===== config.mk =====
export PLATFORM = sky130hd
export DESIGN_NAME = coherent_read_latch
export DESIGN_NICKNAME = d
export VERILOG_FILES = /design/src/rtl/crl_pkg.sv /design/src/rtl/crl_ctrl.sv /design/src/rtl/crl_data.sv /design/src/rtl/coherent_read_latch.sv
export SDC_FILE = /design/constraint.sdc
export NUM_CORES = 1
export LEC_CHECK = 0
export BUFFER_PORTS_ARGS = -buffer_cell sky130_fd_sc_hd__buf_4
export CELL_PAD_IN_SITES_DETAIL_PLACEMENT = 0
export CELL_PAD_IN_SITES_GLOBAL_PLACEMENT = 2
export CORE_MARGIN = 2
export CORE_UTILIZATION = 35
export DETAILED_ROUTE_END_ITERATION = 10
export GPL_TIMING_DRIVEN = 1
export PLACE_DENSITY_LB_ADDON = 0.1
export SLEW_MARGIN = 25
export SYNTH_ARGS = -nofsm -noshare
export SYNTH_HDL_FRONTEND = slang
export SYNTH_SLANG_ARGS = --single-unit

===== constraint.sdc =====
create_clock -name clk -period 2 [get_ports clk]
set_input_delay 0.2 -clock clk [delete_from_list [all_inputs] [get_ports clk]]
set_output_delay 0.2 -clock clk [all_outputs]
set_load 0.01 [all_outputs]

===== src/rtl/crl_pkg.sv =====
package crl_pkg;
  typedef struct packed {
    logic holdNext;
    logic relNow;
  } crlStrobe_t;
endpackage


===== src/rtl/crl_ctrl.sv =====
module crl_ctrl
  import crl_pkg::*;
#(
  parameter int NumChan = 2,
  parameter int AddrW   = 8,
  parameter int ExtAddr = 'h10,
  parameter int MsbBase = 'h20
) (
  input  logic               clk,
  input  logic               rstN,
  input  logic               rdEn,
  input  logic [AddrW-1:0]   rdAddr,
  output crlStrobe_t         strobe,
  output logic               frozen,
  output logic [NumChan-1:0] needMsb
);
  logic [NumChan-1:0] msbHit;
  logic extHit, relNow, freezeStart, holdNext;

  for (genvar g = 0; g < NumChan; g++) begin : gHit
    assign msbHit[g] = rdEn && (rdAddr == AddrW'(MsbBase + g));
  end

  always_comb begin
    extHit      = rdEn && (rdAddr == AddrW'(ExtAddr));
    relNow      = frozen && (needMsb == '0);
    freezeStart = extHit && (!frozen || relNow);
    holdNext    = freezeStart || (frozen && !relNow);
  end

  always_ff @(posedge clk) begin
    if (!rstN) begin
      frozen  <= 1'b0;
      needMsb <= '0;
    end else begin
      frozen <= holdNext;
      if (freezeStart)   needMsb <= '1;
      else if (holdNext) needMsb <= needMsb & ~msbHit;
      else               needMsb <= '0;
    end
  end

  assign strobe.holdNext = holdNext;
  assign strobe.relNow   = relNow;
endmodule


===== src/rtl/crl_data.sv =====
module crl_data
  import crl_pkg::*;
#(
  parameter int NumChan = 2,
  parameter int ResW    = 10,
  parameter int AddrW   = 8,
  parameter int ExtAddr = 'h10,
  parameter int MsbBase = 'h20
) (
  input  logic                    clk,
  input  logic                    rstN,
  input  crlStrobe_t              strobe,
  input  logic [NumChan-1:0]      updValid,
  input  logic [NumChan*ResW-1:0] updData,
  input  logic                    rdEn,
  input  logic [AddrW-1:0]        rdAddr,
  output logic [7:0]              rdData
);
  localparam int LsbW  = ResW - 8;
  localparam int ExtLo = 2;

  logic [NumChan-1:0][ResW-1:0] vis, shadow, srcVal;
  logic [NumChan-1:0] pend;
  logic [7:0] rdNext;

  for (genvar g = 0; g < NumChan; g++) begin : gChan
    logic [ResW-1:0] newVal;
    assign newVal    = updData[g*ResW +: ResW];
    assign srcVal[g] = (strobe.relNow && pend[g]) ? shadow[g] : vis[g];

    always_ff @(posedge clk) begin
      if (!rstN) begin
        vis[g]    <= '0;
        shadow[g] <= '0;
        pend[g]   <= 1'b0;
      end else begin
        vis[g]  <= (!strobe.holdNext && updValid[g]) ? newVal : srcVal[g];
        if (strobe.holdNext && updValid[g]) shadow[g] <= newVal;
        pend[g] <= strobe.holdNext && (updValid[g] || (pend[g] && !strobe.relNow));
      end
    end
  end

  always_comb begin
    rdNext = '0;
    if (rdEn) begin
      if (rdAddr == AddrW'(ExtAddr)) begin
        for (int i = 0; i < NumChan; i++)
          rdNext[ExtLo + LsbW*i +: LsbW] = srcVal[i][LsbW-1:0];
      end
      for (int i = 0; i < NumChan; i++)
        if (rdAddr == AddrW'(MsbBase + i)) rdNext = srcVal[i][ResW-1 -: 8];
    end
  end

  always_ff @(posedge clk) begin
    if (!rstN) rdData <= '0;
    else       rdData <= rdNext;
  end
endmodule


===== src/rtl/coherent_read_latch.sv =====
module coherent_read_latch
  import crl_pkg::*;
#(
  parameter int NumChan = 2,
  parameter int ResW    = 10,
  parameter int AddrW   = 8,
  parameter int ExtAddr = 'h10,
  parameter int MsbBase = 'h20
) (
  input  logic                    clk,
  input  logic                    rstN,
  input  logic [NumChan-1:0]      updValid,
  input  logic [NumChan*ResW-1:0] updData,
  input  logic                    rdEn,
  input  logic [AddrW-1:0]        rdAddr,
  output logic [7:0]              rdData
);
  crlStrobe_t strobe;
  logic frozen;
  logic [NumChan-1:0] needMsb;

  crl_ctrl #(.NumChan(NumChan), .AddrW(AddrW), .ExtAddr(ExtAddr), .MsbBase(MsbBase)) u_ctrl (
    .clk(clk), .rstN(rstN), .rdEn(rdEn), .rdAddr(rdAddr),
    .strobe(strobe), .frozen(frozen), .needMsb(needMsb)
  );

  crl_data #(.NumChan(NumChan), .ResW(ResW), .AddrW(AddrW), .ExtAddr(ExtAddr), .MsbBase(MsbBase)) u_data (
    .clk(clk), .rstN(rstN), .strobe(strobe), .updValid(updValid), .updData(updData),
    .rdEn(rdEn), .rdAddr(rdAddr), .rdData(rdData)
  );
endmodule


Word-level counts from Yosys, hierarchy flattened
Cells that the tools add are included.

storage, ports and cells
  flip-flop bits (word level) = 53
  input bits = 33
  output and inout bits = 8
  word-level logic and storage cells = 48

cells by class
  equality and inequality tests = 3
  mux-type cells = 9
  bitwise operators = 2
  reductions and logical operators = 25

operators with widths
  kind                  number
  $mux W10              4
  $eq A8 B6 Y1 const B  2
  $logic_and A1 B1 Y1   16
  $mux W8               2
  $eq A8 B5 Y1 const B  1
  $logic_or A1 B1 Y1    4
  $mux W2               2
  $mux W4               1
  $logic_not A1 Y1      3
  $and A2 B2 Y2         1
  $logic_not A2 Y1      1
  $not A2 Y2            1
  $reduce_and A2 Y1     1

Logic depth before layout (Yosys ltp)
  word-level depth = 8
  depth in mapped cells = 5
  gate-level depth less buffers = 4

Modules after synthesis
From an unflattened synthesis, not the netlist that was laid out.

unflattened totals
  cells, all modules = 236
  area total of the unflattened synthesis = 2317.2 µm²

by module, submodules not included
  module    instances  cells each  area an instance (µm²)  seq. area each (µm²)
  crl_data  1          217         2125.8                  1001.0
  crl_ctrl  1          19          191.4                   60.1

Least setup slack after synthesis
OpenSTA, ideal clock, no wires.

  path kind = reg-to-reg
  from = reg u_ctrl.needMsb[1]
  to = reg u_data.rdData[0]
  library setup time = 0.116 ns
  data arrival time = 1.343 ns
  data required time = 1.884 ns
  path slack = 0.541 ns
  stages on the path, launching flop included = 6
  buffers on the path = 1
  clock period less this slack = 1.459 ns
  cell sequence = dfxtp_1 > nor4bb_1 > buf_4 > mux2i_1 > o22ai_1 > and3_1

on the way
  cells in the longest elaborated chain, start to end = 6
  elaborated cells on any way between the ends = 8
  those cells by class = mux (4); reduce/logical (4)

ends and longest elaborated chain
  item                    RTL line        text
  start, declared         crl_ctrl.sv:15  output logic [NumChan-1:0] needMsb
  start signal, assigned  crl_ctrl.sv:38  else if (holdNext) needMsb <= needMsb & ~msbHit;
  $logic_not A2 Y1 *      crl_ctrl.sv:26  relNow = frozen && (needMsb == '0);
  $logic_and A1 B1 Y1 *   crl_ctrl.sv:26
  $logic_and A1 B1 Y1     crl_data.sv:29  assign srcVal[g] = (strobe.relNow && pend[g]) ? shadow[g] : vis[g];
  $mux W10                crl_data.sv:29
  $mux W8                 crl_data.sv:52  if (rdAddr == AddrW'(MsbBase + i)) rdNext = srcVal[i][ResW-1 -: 8];
  $mux W8 *               crl_data.sv:52
  end signal, assigned    crl_data.sv:58  else rdData <= rdNext;
  end, declared           crl_data.sv:17  output logic [7:0] rdData

Every way passes the cells marked *; elsewhere a longest branch is shown, timed or not.
A chain may end at the register's enable or synchronous reset.

Worst setup path after layout
  from = reg u_ctrl.needMsb[1]
  to = reg u_data.vis[2] (netlist name)

on the way
  cells in the longest elaborated chain, start to end = 8
  elaborated cells on any way between the ends = 12
  those cells by class = mux (2); reduce/logical (10)

ends and longest elaborated chain
  item                                                           RTL line                        text
  $logic_not A2 Y1 *                                             crl_ctrl.sv:26
  $logic_and A1 B1 Y1 *                                          crl_ctrl.sv:26
  $logic_or A1 B1 Y1 / $logic_not A1 Y1 (equally long branches)  crl_ctrl.sv:27, crl_ctrl.sv:28
  $logic_and A1 B1 Y1, on equally long branches                  crl_ctrl.sv:27, crl_ctrl.sv:28
  $logic_or A1 B1 Y1                                             crl_ctrl.sv:28                  holdNext = freezeStart || (frozen && !relNow);
  $logic_not A1 Y1                                               crl_data.sv:37                  vis[g] <= (!strobe.holdNext && updValid[g]) ? newVal : srcVal[g];
  $logic_and A1 B1 Y1                                            crl_data.sv:37
  $mux W10 *                                                     crl_data.sv:37
  end signal, assigned by index                                  crl_data.sv:37
  end, declared                                                  crl_data.sv:22                  logic [NumChan-1:0][ResW-1:0] vis, shadow, srcVal;

Marks and branches as above.

==> results.json <==
{
  "crit_family": "compound AO/OA/AOI/OAI gates",
  "worst_slew_pin_slew_ns": 0.582,
  "cts_setup_buffers": 0,
  "track_usage_pct": 15.6,
  "intPower_w": 0.00141,
  "crit_path_cell_trace": "o21a_1, a31oi_4, buf_4, nand2_2, o21bai_1",
  "combPwrFrac_pct": 9.8,
  "finalWirelength_um": 5660,
  "antenna_found_initial": 0,
  "route.detailed.drc": 0,
  "cp-end-kind": "register",
  "setup_violations": 0,
  "power.density_nw_per_um2": 638,
  "synth_warnings": 0,
  "fin_util_pct": 42.8,
  "cts_tree": "yes",
  "netSwitchingPower_w": 0.000425,
  "place.gp.congestion": 0.730,
  "p_leak_nw": 1.01,
  "synthesis.nets": 274,
  "swShare_pct": 23.2,
  "min_period_ns": 1.74,
  "wl_per_cell_um": 15.5,
  "dieHeight_um": 86.8,
  "h-tree-depth": 2,
  "required_ns": 2.23,
  "fin_nets": 316,
  "peakVddDrop_v": 0.000224,
  "maxCapViolCount": 0,
  "tns_ns": 0,
  "syn_avg_cell_area_um2": 9.95,
  "grt_first_pass_wirelength_um": 9160,
  "clk_latency_ns": 0.29,
  "rsz0062_at_grt": "no",
  "postCtsResizedCells": 0,
  "hold_buffers": 0,
  "relSlewSlack_pct": 61.2,
  "drv_slew": 0,
  "vias": 1873,
  "path_buf_inv": 1,
  "place_inst": 356,
  "cp_max_fo": 16,
  "num_rows": 30,
  "cts_buffers": 5,
  "clkSinkCount": 53,
  "first_iter_violations": 63,
  "clock_skew_ns": 0.00305,
  "die_x_um": 86.8,
  "synth_area_um2": 2400,
  "clkPwrFrac_pct": 31.1,
  "total_power_w": 0.00183,
  "grt_remaining_overflow": 0,
  "cpPeakStageDelay_ns": 0.49,
  "boundaryPins": 41,
  "layout_commonest_cell": "dfxtp_1",
  "hold_path_class": "in2reg",
  "grt_pass1_vias": 1773,
  "synth_cell_types": 30,
  "final_layout_size_suffix_gt1_share_pct": 24.6,
  "fin_crit_sh_pct": 86.9,
  "dp_hpwl_um": 4030,
  "hold_viol": 0,
  "whs_ns": 0.166,
  "grt_max_degree": 29,
  "clock-root-buffer": "clkbuf_8",
  "portBuffers": 40,
  "max_freq_mhz": 575,
  "seqPwrFrac_pct": 59.1,
  "status": "completed",
  "area_growth_pct": 19.8,
  "syn_inst": 241,
  "startpoint_type": "register",
  "finalNonFillerCells": 364,
  "final_cell_mix": "53 x dfxtp_1, 50 x buf_4, 42 x nand2_1",
  "clk_pin_slew_ns": 0.09,
  "routed_via_density": 5.15,
  "path_class": "reg2reg",
  "initial_core_util_pct": 35.7,
  "crit_arrival_ns": 1.97,
  "coreArea_um2": 6720,
  "ys_seq_elements": 53,
  "cp_slowest_cell": "a31oi_4",
  "ant_nets": 0,
  "antenna_cells": 0,
  "cts_buffer_depth": 2,
  "ys_seq_area_share_pct": 44.2,
  "dr.pass1.iters": 4,
  "fp.dieArea_um2": 7530
}
## worst reg2reg max path, stage by stage, from the launching register on
cell	delay, ns
dfxtp_1	0.37
o21a_1	0.24
a31oi_4	0.49
buf_4	0.24
nand2_2	0.15
o21bai_1	0.17
## cell type report
| class | count | area, um2 |
|---|---|---|
| Inverter | 2 | 7.51 |
| Sequential cell | 53 | 1060 |
| Timing Repair Buffer | 50 | 375 |
| Clock buffer | 8 | 80.1 |
| Tap cell | 80 | 100 |
| Fill cell | 688 | 3840 |
| Multi-Input combinational cell | 171 | 1250 |
## synth_stat cells
master | n | area, um2
buf_6 | 2 | 22.5
and4b_1 | 1 | 10.0
nand2_1 | 42 | 158
nor4b_1 | 1 | 8.76
o21a_1 | 1 | 7.51
nand2b_1 | 1 | 6.26
nand2_2 | 2 | 12.5
a21oi_1 | 3 | 15.0
a211oi_1 | 12 | 90.1
o21bai_1 | 20 | 150
and3_1 | 4 | 25.0
o21ai_0 | 5 | 25.0
nor4bb_1 | 1 | 10.0
clkbuf_1 | 6 | 22.5
and4bb_2 | 1 | 12.5
nand4_1 | 5 | 31.3
nor2b_1 | 4 | 25.0
buf_4 | 4 | 30.0
inv_1 | 2 | 7.51
o22ai_1 | 5 | 31.3
mux2i_1 | 40 | 400
nor2_1 | 7 | 26.3
buf_1 | 3 | 11.3
nand4b_1 | 1 | 8.76
o22a_1 | 4 | 35.0
a211oi_2 | 8 | 100
nor4b_4 | 1 | 23.8
a31oi_4 | 1 | 21.3
dfxtp_1 | 53 | 1060
nor3_2 | 1 | 10.0
## registers in the layout (all words and copies together) (netlist names)
name            cells
u_ctrl.frozen       1
u_ctrl.needMsb      2
u_data.pend         2
u_data.rdData       8
u_data.shadow      20
u_data.vis         20
## layer usage
layer  vias up  wire length (um)  track usage (%)
met4         0                27             3.84
met3         2               226             2.95
met5         -                 0                0
li1        956                 -                -
met1       878              2850             22.4
met2        37              2550             24.1
## power groups by stage
stage / clock, W / combinational [W] / sequential, W
2_1_floorplan: 0 / 0.0000932 / 0.00111
3_5_place_dp: 0 / 0.000182 / 0.00111
5_1_grt: 0.000644 / 0.000198 / 0.00109
4_1_cts: 0.000599 / 0.000182 / 0.00108
3_3_place_gp: 0 / 0.000182 / 0.00111
6_report: 0.000571 / 0.000179 / 0.00108
## kinds of logic (layout without fill, tap and decap cells)
family / count (synthesis) / after routing / share of synthesized area (%)
multiplexers: 40 / 40 / 16.7
AO/OA/AOI/OAI: 59 / 59 / 19.8
AND/OR/NAND/NOR: 72 / 72 / 15.3
buffers and inverters: 17 / 60 / 3.91
flip-flops: 53 / 53 / 44.2
## path summary, 6_finish.rpt
check                                  startpoint               end  slack [ns]  depth (start not counted)
worst max register to register  u_ctrl.needMsb[1]     u_data.vis[2]        0.26                          5
worst max-delay path            u_ctrl.needMsb[1]     u_data.vis[2]        0.26                          5
worst min-delay path                  updData[10]    u_data.vis[10]        0.17                          3
worst min register to register   u_data.shadow[4]  u_data.shadow[4]        0.46                          2
## through the flow
stage | worst slack [ns] | instance area [um2]
after detailed placement | 0.238 | 2790
after global routing | 0.0940 | 2870
final | 0.262 | 2870
after floorplan | 0.541 | 2400
after global placement | 0.240 | 2790
after CTS | 0.215 | 2870
No activity file was read; power rests on OpenSTA's default activity.
